[src/rtl/bus_pipe_seq.sv]
module bus_pipe_seq #(
  parameter int AW = 32,
  parameter int TW = 2
) (
  input  logic          clk,
  input  logic          rst_n,
  input  logic          req_valid,
  input  logic [AW-1:0] req_addr,
  input  logic [TW-1:0] req_kind,
  input  logic          bus_ready,
  input  logic          next_addr,
  input  logic          hold_req,
  output logic          addr_strobe,
  output logic [AW-1:0] bus_addr,
  output logic [TW-1:0] bus_kind,
  output logic          bus_oe,
  output logic          hold_ack,
  output logic          req_take,
  output logic          cyc_done,
  output logic [2:0]    bus_phase
);

  typedef enum logic [2:0] {
    PH_IDLE       = 3'd0,
    PH_ADDR       = 3'd1,
    PH_DATA       = 3'd2,
    PH_PIPE_WAIT  = 3'd3,
    PH_PIPE_ADDR  = 3'd4,
    PH_PIPE_FIRST = 3'd5,
    PH_HOLD       = 3'd6
  } phase_t;

  phase_t        ph, ph_nx;
  logic          strobe_q;
  logic [AW-1:0] addr_q;
  logic [TW-1:0] kind_q;

  logic in_data, can_pipe, bnd_take;
  phase_t bnd_next, pipe_next;

  assign in_data   = (ph == PH_DATA) || (ph == PH_PIPE_WAIT) || (ph == PH_PIPE_ADDR);
  assign cyc_done  = bus_ready & in_data;
  assign can_pipe  = req_valid & ~hold_req;
  assign bnd_take  = req_valid & ~hold_req;
  assign bnd_next  = hold_req ? PH_HOLD : (req_valid ? PH_ADDR : PH_IDLE);
  assign pipe_next = can_pipe ? PH_PIPE_ADDR : PH_PIPE_WAIT;

  always_comb begin
    ph_nx    = ph;
    req_take = 1'b0;
    case (ph)
      PH_IDLE, PH_HOLD: begin
        ph_nx    = bnd_next;
        req_take = bnd_take;
      end
      PH_ADDR: ph_nx = PH_DATA;
      PH_PIPE_FIRST: begin
        if (next_addr) begin
          ph_nx    = pipe_next;
          req_take = can_pipe;
        end else begin
          ph_nx = PH_DATA;
        end
      end
      PH_DATA: begin
        if (bus_ready) begin
          ph_nx    = bnd_next;
          req_take = bnd_take;
        end else if (next_addr) begin
          ph_nx    = pipe_next;
          req_take = can_pipe;
        end
      end
      PH_PIPE_WAIT: begin
        if (bus_ready) begin
          ph_nx    = bnd_next;
          req_take = bnd_take;
        end else if (can_pipe) begin
          ph_nx    = PH_PIPE_ADDR;
          req_take = 1'b1;
        end
      end
      PH_PIPE_ADDR: if (bus_ready) ph_nx = PH_PIPE_FIRST;
      default: ph_nx = PH_IDLE;
    endcase
  end

  always_ff @(posedge clk) begin
    if (!rst_n) begin
      ph       <= PH_IDLE;
      strobe_q <= 1'b0;
      addr_q   <= '0;
      kind_q   <= '0;
    end else begin
      ph       <= ph_nx;
      strobe_q <= req_take;
      if (req_take) begin
        addr_q <= req_addr;
        kind_q <= req_kind;
      end
    end
  end

  assign addr_strobe = strobe_q;
  assign bus_addr    = addr_q;
  assign bus_kind    = kind_q;
  assign hold_ack    = (ph == PH_HOLD);
  assign bus_oe      = (ph != PH_HOLD);
  assign bus_phase   = ph;

endmodule

[config.mk]
export PLATFORM = sky130hd
export DESIGN_NAME = bus_pipe_seq
export DESIGN_NICKNAME = d
export VERILOG_FILES = /design/src/rtl/bus_pipe_seq.sv
export SDC_FILE = /design/constraint.sdc
export NUM_CORES = 1
export LEC_CHECK = 0
export ABC_AREA = 1
export CAP_MARGIN = 20
export CORE_UTILIZATION = 38
export DETAILED_ROUTE_END_ITERATION = 6
export GPL_TIMING_DRIVEN = 0
export PLACE_DENSITY = 0.85
export SLEW_MARGIN = 20
export SYNTH_ARGS = -nofsm -noshare
export SYNTH_HDL_FRONTEND = slang
export SYNTH_SLANG_ARGS = --single-unit
export TNS_END_PERCENT = 5
[constraint.sdc]
create_clock -name clk -period 1.2 [get_ports clk]
set_input_delay 0.12 -clock clk [delete_from_list [all_inputs] [get_ports clk]]
set_output_delay 0.12 -clock clk [all_outputs]
set_load 0.1 [all_outputs]
### Word-level counts from Yosys, hierarchy flattened

Index checks and enable logic that the tools add are counted.

| storage, ports and cells | value |
|---|---|
| word-level logic and storage cells | 37 |
| output and inout bits | 42 |
| register bits after elaboration | 38 |

| cells by class | value |
|---|---|
| mux-type cells | 15 |
| reductions and logical operators | 5 |
| equality and inequality tests | 10 |
| bitwise gates (word level) | 3 |

Operators with widths:

| cell | count |
|---|---|
| 3-bit two-way mux | 8 |
| 3-bit one-hot mux with 6 select lines | 1 |
| 3-bit == test, second input constant | 3 |
| 3-bit != test, second input constant | 3 |
| 3-bit by 2-bit == test with 1-bit output, second input constant | 2 |
| 1-bit two-way mux | 5 |
| 1-bit one-hot mux with 4 select lines | 1 |
| 3-bit by 1-bit == test with 1-bit output, second input constant | 1 |
| 3-bit logical NOT | 1 |
| 3-bit AND reduction | 1 |
| 1-bit bitwise AND | 2 |
| 1-bit logical OR | 2 |
| 2-bit != test, second input constant | 1 |
| 2-bit OR reduction | 1 |
| 1-bit inverter | 1 |

### Depth between registers and ports, before layout

Gate-level depths: netlist of the first run.

| logic depth | value |
|---|---|
| word-level depth | 6 |
| mapped depth | 11 |
| depth with buffers taken out | 10 |

### Least setup slack after synthesis of the first run

OpenSTA, ideal clock, no wires.

| path | value |
|---|---|
| path kind | register -> output |
| start point | register ph[1], in the netlist bus_phase[1] |
| end point | output cyc_done |
| stages on the path, launching flop included | 4 |
| required time | 1.080 ns |
| path slack | -1.744 ns |
| data arrival time | 2.824 ns |
| buffers on the path | 1 |
| path through | dfxtp_1 -> clkbuf_8 -> nand2_1 -> a21oi_1 |

| between the ends | value |
|---|---|
| word-level cells in the longest chain between the ends | 4 |
| elaborated cells on any way between the ends | 6 |
| classes of those cells | 3 x eq/ne; 1 x bitwise; 2 x reduce/logical |

Ends and longest elaborated chain:

| item | RTL line | source |
|---|---|---|
| start: declaration | 33 | `phase_t ph, ph_nx;` |
| start signal: assignment | 95 | `ph <= ph_nx;` |
| 3-bit by 2-bit == test with 1-bit output | 41 | `assign in_data = (ph == PH_DATA) \|\| (ph == PH_PIPE_WAIT) \|\| (ph == PH_PIPE_ADDR);` |
| 1-bit logical OR | 41 |  |
| 1-bit logical OR (*) | 41 |  |
| 1-bit bitwise AND (*) | 42 | `assign cyc_done = bus_ready & in_data;` |
| end: declaration | 19 | `output logic cyc_done,` |

Every way passes the cells marked *; elsewhere a longest branch is shown, timed or not.

### Worst setup path after layout of the first run

| path | value |
|---|---|
| start point | register ph[1], in the netlist bus_phase[1] |
| end point | output req_take |

| between the ends | value |
|---|---|
| word-level cells in the longest chain between the ends | 3 |
| elaborated cells on any way between the ends | 7 |
| classes of those cells | 4 x eq/ne; 1 x mux; 2 x reduce/logical |

Ends and longest elaborated chain:

| item | RTL line | source |
|---|---|---|
| 3-bit == test / 3-bit logical NOT (equally long branches) | 51 | `case (ph)` |
| 2-bit OR reduction | 51 |  |
| 1-bit one-hot mux with 4 select lines (*) | 51 |  |
| end: declaration | 18 | `output logic req_take,` |

Marks and branches as above.

==> results of run 1 <==
critical path, stage by stage, from the launching register on:
cell                        delay (ns)
sky130_fd_sc_hd__dfxtp_4          0.35
sky130_fd_sc_hd__clkbuf_16        0.16
sky130_fd_sc_hd__nand3_4          0.10
sky130_fd_sc_hd__nand2_4          0.08
sky130_fd_sc_hd__o21ai_4          0.16
sky130_fd_sc_hd__nand3_4          0.12
sky130_fd_sc_hd__buf_12           0.16
sky130_fd_sc_hd__buf_12           0.15
repair_timing:
action                     4_1_cts  5_1_grt
resized for setup              242       43
setup endpoints to repair       80       65
setup buffers                   13        6
gates cloned                     0        1
hold endpoints to repair         0        0
pin swaps                        9        3
final cells by class:
cell class / instances / area (um^2) / area share
tap: 67 / 83.8 / 0.0265
buffer: 15 / 150 / 0.0475
inverter: 48 / 184 / 0.0582
clock inverter: 1 / 5.00 / 0.00158
multi-input combinational: 201 / 1000 / 0.317
sequential: 38 / 772 / 0.244
timing repair buffer: 99 / 876 / 0.277
clock buffer: 7 / 86.3 / 0.0273
power breakdown:
| part | internal (mW) | switching [mW] | leakage (nW) |
|---|---|---|---|
| registers | 1.66 | 0.279 | 0.314 |
| clock network | 0.464 | 0.438 | 0.0482 |
| logic | 1.91 | 4.65 | 1.23 |
| total | 4.04 | 5.37 | 1.59 |
routing by layer:
metal / vias up / global-route usage / wire length [um]
li1: 1125 / - / -
met1: 955 / 0.255 / 2430
met2: 77 / 0.304 / 2450
met3: 11 / 0.0617 / 322
met4: 0 / 0.0726 / 81
met5: - / 0 / 0
cells by family (layout without fill, tap and decap cells):
family / count (synthesis) / after routing / synth area share
buffers and inverters: 63 / 170 / 0.151
AOI/OAI and AO/OA: 11 / 11 / 0.0320
adders and majority gates: 2 / 2 / 0.0128
and+or+nand+nor: 188 / 188 / 0.415
DFF: 38 / 38 / 0.389
synthesized netlist by cell type (2+ instances only):
cell type | instances | area [um^2]
sky130_fd_sc_hd__nor2_1 | 76 | 285
sky130_fd_sc_hd__nand2_1 | 61 | 229
sky130_fd_sc_hd__inv_1 | 47 | 176
sky130_fd_sc_hd__nand3_1 | 41 | 205
sky130_fd_sc_hd__dfxtp_1 | 38 | 761
sky130_fd_sc_hd__buf_6 | 6 | 67.6
sky130_fd_sc_hd__a21oi_1 | 5 | 25.0
sky130_fd_sc_hd__nor2_2 | 5 | 31.3
sky130_fd_sc_hd__clkbuf_1 | 4 | 15.0
sky130_fd_sc_hd__o21ai_0 | 3 | 15.0
sky130_fd_sc_hd__buf_1 | 2 | 7.51
sky130_fd_sc_hd__buf_2 | 2 | 10.0
sky130_fd_sc_hd__ha_1 | 2 | 25.0
worst max path at each step:
stage | to | depth (start not counted) | slack, ns | startpoint
floorplan | bus_addr[1] | 8 | -0.66 | bus_phase[1]
global placement | req_take | 7 | -1.45 | req_valid
detailed placement | req_take | 7 | -1.49 | req_valid
CTS | req_take | 7 | -0.49 | bus_phase[1]
global route | req_take | 7 | -0.56 | bus_phase[1]
finish | req_take | 7 | -0.49 | bus_phase[1]
sequential cells by signal (all words and copies together) (netlist names):
register,count
addr_strobe,1
bus_phase,3
bus_kind,2
bus_addr,32
through the flow:
stage	cells	hold slack (ns)	area, um^2	util	TNS (ns)
floorplan	302	0.339	2000	-	-23.20
global placement	449	0.462	2890	0.595	-38.98
detailed placement	449	0.472	2890	0.595	-40.57
CTS	470	0.185	2990	0.616	-15.99
global route	476	0.218	3160	0.652	-18.10
finish	476	0.201	3160	0.652	-15.13
==> flow_metrics.env, run 1 <==
export IMPL_hpwl_um=3570
export IMPL_grt_usage=0.196
export IMPL_grt_max_degree=12
export IMPL_core_um2=4850
export IMPL_cts_htree_levels=2
export IMPL_run_status="finished with violations"
export IMPL_layout_cells_most_common="sky130_fd_sc_hd__nor2_1"
export IMPL_die_y_um=73.7
export IMPL_ys_warnings_count=0
export IMPL_post_route_min_period_ns=1.69
export IMPL_place_ws_ns=-1.49
export IMPL_hold_path_startpoint="rst_n"
export IMPL_worst_setup_hold_path_clk_slew_ns=0.08
export IMPL_detailroute_via_count=2168
export IMPL_worstHoldPathCells=3
export IMPL_hold_end="bus_addr[6]"
export IMPL_setup_worst_path_end_class="output port"
export IMPL_report_final_setup_viol=43
export IMPL_pwr_density_cell_nw_per_um2=2980
export IMPL_finalWorstSetupSlack_ns=-0.494
export IMPL_num_io_pins=82
export IMPL_setup_worst_path_class="register to output port"
export IMPL_drtPass1Iterations=4
export IMPL_synthCells=302
export IMPL_timing_clock_skew_ns=0.00599
export IMPL_mostFrequentLayoutCells="sky130_fd_sc_hd__nor2_1 (63), sky130_fd_sc_hd__nand2_1 (58), sky130_fd_sc_hd__inv_1 (45), sky130_fd_sc_hd__nand3_1 (41)"
export IMPL_fp_row_count=25
export IMPL_initial_antenna_violation_count=0
export IMPL_post_synth_edffs=0
export IMPL_nets=450
export IMPL_failed_checks="negative setup slack"
export IMPL_net_count_after_synthesis=344
export IMPL_r2r_start="bus_phase[1]"
export IMPL_initial_utilization=0.403
export IMPL_timing_final_crit_share=1.41
export IMPL_critical_path_peak_fanout=8
export IMPL_route_detailed_drc=0
export IMPL_ys_async_sr_fraction=0
export IMPL_globalRouteOverflowTotal=0
export IMPL_drt_vias_per_instance=4.55
export IMPL_maxCapViolCount=0
export IMPL_drive_gt1_frac=0.271
export IMPL_antenna_violating_nets_post_route=0
export IMPL_cts_buffer_depth=2
export IMPL_cts_root_buf="sky130_fd_sc_hd__clkbuf_8"
export IMPL_number_of_buffers_created_by_cts=5
export IMPL_nFillCells=464
export IMPL_wire_length_of_the_first_global_routing_pass_um=8030
export IMPL_drt_iter0_markers=95
export IMPL_gp_routability_congestion=0.876
export IMPL_fin_total_pwr_mw=9.41
export IMPL_hold_path_class="input port to register"
export IMPL_finalHoldViolCount=0
export IMPL_numClockSinks=38
export IMPL_routedWlPerCell_um=11.1
export IMPL_ys_flop_type="sky130_fd_sc_hd__dfxtp_1"
export IMPL_rsz0062_at_grt="true"
export IMPL_reg2reg_to="addr_strobe"
export IMPL_yosysSeqAreaShare=0.389
export IMPL_synth_ff_latch_count=38
export IMPL_die_x_um=73.7
export IMPL_slew_headroom=0.672
export IMPL_start_kind="register"
export IMPL_insertion_delay_ns=0.28
export IMPL_num_antenna_cells=0
export IMPL_syn_mean_instance_area_um2=6.47
export IMPL_r2r_cells=10
export IMPL_finalMaxSlewViolations=0
export IMPL_finalWirelength_um=5290
export IMPL_arrival_ns=1.57
export IMPL_critical_path_required_ns=1.08
export IMPL_max_clock_freq_ghz=0.590
export IMPL_vdd_ir_drop_worst_mv=1.81
export IMPL_layout_stage_area_growth_over_the_synthesis_result_pct=61.8
export IMPL_reg2reg_slack_ns=-0.49
export IMPL_design_die_area_um2=5430
export IMPL_place_port_buffers=80
export IMPL_cell_area_after_synthesis_um2=1950
export IMPL_postCtsHoldBufs=0
export IMPL_p_leak_nw=1.59
export IMPL_cts_tree="yes"
export IMPL_synth_cell_types=23
export IMPL_grt_pass1_vias=1807
export IMPL_worstMarginPinSlew_ns=0.495
No activity file was read; power rests on OpenSTA's default activity.
==> run 2, diff against run 1 <==
--- a/config.mk
+++ b/config.mk
@@ -10,7 +10,9 @@
 export CORE_UTILIZATION = 38
 export DETAILED_ROUTE_END_ITERATION = 6
 export GPL_TIMING_DRIVEN = 0
+export MAX_ROUTING_LAYER = met4
 export PLACE_DENSITY = 0.85
+export REMOVE_ABC_BUFFERS = 1
 export SLEW_MARGIN = 20
 export SYNTH_ARGS = -nofsm -noshare
 export SYNTH_HDL_FRONTEND = slang
==> flow_metrics.env, run 2 (synthesis gave the netlist of run 1 again) <==
export IMPL_worstMarginPinSlew_ns=0.652
export IMPL_mostFrequentLayoutCells="sky130_fd_sc_hd__nor2_1 (69), sky130_fd_sc_hd__nand2_1 (57), sky130_fd_sc_hd__inv_1 (45), sky130_fd_sc_hd__dfxtp_1 (35), sky130_fd_sc_hd__clkdlybuf4s50_1 (35)"
export IMPL_routedWlPerCell_um=13.7
export IMPL_arrival_ns=1.43
export IMPL_met3WireLength_um=388
export IMPL_nets=450
export IMPL_total_area_of_multi_input_combinational_cells_um2=1150
export IMPL_gp_routability_congestion=0.890
export IMPL_worst_path_cell_with_the_longest_stage_delay="sky130_fd_sc_hd__dfxtp_4"
export IMPL_drt_vias_per_instance=4.74
export IMPL_numClockSinks=38
export IMPL_wirelength_met1_um=2690
export IMPL_sequential_cell_area_um2=772
export IMPL_pwr_density_cell_nw_per_um2=2970
export IMPL_p_leak_nw=1.68
export IMPL_num_antenna_cells=0
export IMPL_post_route_min_period_ns=1.55
export IMPL_max_clock_freq_ghz=0.645
export IMPL_top_metal_layer_carrying_routed_signals="met4"
export IMPL_num_io_pins=82
export IMPL_finalHoldViolCount=0
export IMPL_run_status="finished with violations"
export IMPL_core_um2=4850
export IMPL_r2r_start="bus_phase[1]"
export IMPL_hpwl_um=3470
export IMPL_reg2reg_to="bus_addr[17]"
export IMPL_met2_wirelength_um=3350
export IMPL_dpl_cell_area_um2=2760
export IMPL_finalWirelength_um=6490
export IMPL_rsz0062_at_grt="true"
export IMPL_finalWorstSetupSlack_ns=-0.351
export IMPL_grt_max_degree=36
export IMPL_start_kind="register"
export IMPL_design_die_area_um2=5430
export IMPL_postCtsHoldBufs=0
export IMPL_grt_usage=0.247
export IMPL_detailroute_via_count=2248
export IMPL_number_of_buffers_created_by_cts=5
export IMPL_final_cell_area_um2=3230
export IMPL_grt_pass1_vias=2099
export IMPL_timing_clock_skew_ns=0.00421
export IMPL_path_delay_family="flip-flops"
export IMPL_worst_setup_hold_path_clk_slew_ns=0.07
export IMPL_antenna_violating_nets_post_route=0
export IMPL_insertion_delay_ns=0.28
export IMPL_critical_path_peak_fanout=7
export IMPL_drive_gt1_frac=0.292
export IMPL_layout_cells_most_common="sky130_fd_sc_hd__nor2_1"
export IMPL_critical_path_required_ns=1.08
export IMPL_setup_worst_path_end_class="output port"
export IMPL_layout_stage_area_growth_over_the_synthesis_result_pct=65.3
export IMPL_cts_root_buf="sky130_fd_sc_hd__clkbuf_8"
export IMPL_wire_length_of_the_first_global_routing_pass_um=9820
export IMPL_die_y_um=73.7
export IMPL_critical_path_n_buffers_inverters=2
export IMPL_drt_iter0_markers=128
export IMPL_initial_utilization=0.403
export IMPL_utilization=0.666
export IMPL_cells_along_the_critical_path="inv_4, nand2_4, nor2_4, o211ai_1, nand3_4, buf_12"
export IMPL_hold_path_startpoint="rst_n"
export IMPL_drtPass1Iterations=4
export IMPL_initial_antenna_violation_count=0
export IMPL_vdd_ir_drop_worst_mv=2.25
export IMPL_fin_total_pwr_mw=9.60
export IMPL_failed_checks="negative setup slack"
export IMPL_fin_worst_hold_slack_ns=0.376
export IMPL_hold_path_class="input port to register"
export IMPL_place_port_buffers=81
export IMPL_fp_row_count=25
export IMPL_maxCapViolCount=0
export IMPL_cts_tree="yes"
export IMPL_hold_end="bus_addr[16]"
export IMPL_setup_worst_path_class="register to output port"
export IMPL_reg2reg_slack_ns=-0.33
export IMPL_worstHoldPathCells=3
export IMPL_globalRouteOverflowTotal=0
export IMPL_r2r_cells=10
export IMPL_largest_reg_flops=32
export IMPL_cts_buffer_depth=2
export IMPL_cp_slowest_stage_delay_ns=0.39
export IMPL_die_x_um=73.7
export IMPL_cts_htree_levels=2
export IMPL_timing_final_crit_share=1.29
export IMPL_report_final_setup_viol=42
export IMPL_route_detailed_drc=0
export IMPL_slew_headroom=0.565
export IMPL_nFillCells=439
export IMPL_finalMaxSlewViolations=0
==> run 2: cell types whose count changed in the layout (fill, tap and decap cells not counted), moves of 4 or more <==
| cell | delta |
|---|---|
| sky130_fd_sc_hd__nand3_2 | +9 |
| sky130_fd_sc_hd__nand3b_4 | +4 |
| sky130_fd_sc_hd__nand3_1 | -8 |
| sky130_fd_sc_hd__nor2_2 | -5 |
| sky130_fd_sc_hd__buf_2 | +7 |
| sky130_fd_sc_hd__clkbuf_1 | -5 |
| sky130_fd_sc_hd__clkbuf_4 | -6 |
| sky130_fd_sc_hd__nor2_1 | +6 |
==> run 2: how the worst max path moves through the flow <==
stage / slack [ns] / end / start / cells after the start
after floorplan: -1.81 / bus_addr[10] / bus_phase[2] / 6
after global placement: -3.84 / req_take / req_valid / 6
after detailed placement: -2.08 / req_take / req_valid / 7
after CTS: -0.33 / req_take / bus_phase[0] / 6
after global routing: -0.42 / req_take / bus_phase[0] / 6
final: -0.35 / req_take / bus_phase[0] / 6
==> run 2: final cells by class <==
class	instances	share of cell area
Clock buffer	6	0.0256
Inverter	48	0.0566
Multi-Input combinational cell	208	0.358
Sequential cell	38	0.239
Tap cell	67	0.0260
Timing Repair Buffer	107	0.295
==> run 2: through the flow <==
step / setup slack [ns] / cells / setup TNS (ns)
global route: -0.417 / 474 / -13.61
detailed placement: -2.08 / 436 / -55.15
finish: -0.351 / 474 / -10.25
CTS: -0.332 / 467 / -10.68
global placement: -3.84 / 435 / -121.45
floorplan: -1.81 / 287 / -72.37
==> run 2: metal layers <==
metal | vias to the layer above | track usage
li1 | 1138 | -
met4 | 0 | 0.0855
met5 | - | -
met1 | 1021 | 0.266
met3 | 6 | 0.0494
met2 | 83 | 0.446
==> run 2: worst min-delay path, delay by kind of cell <==
family                 cells  cell delay (ns)
buffers and inverters      1             0.31
and+or+nand+nor            2             0.18
==> run 2: power breakdown <==
| part | leakage [nW] | internal [mW] | switching (mW) |
|---|---|---|---|
| Sequential | 0.314 | 1.67 | 0.279 |
| Clock | 0.0431 | 0.443 | 0.411 |
| Combinational | 1.32 | 1.83 | 4.96 |
| Total | 1.68 | 3.94 | 5.65 |
==> run 2: timing repair <==
action | in CTS | in global routing
buffers inserted | 20 | 4
resized for setup | 265 | 32
setup endpoints to repair | 80 | 60
pin swaps | 12 | 8
gates cloned | 5 | 3
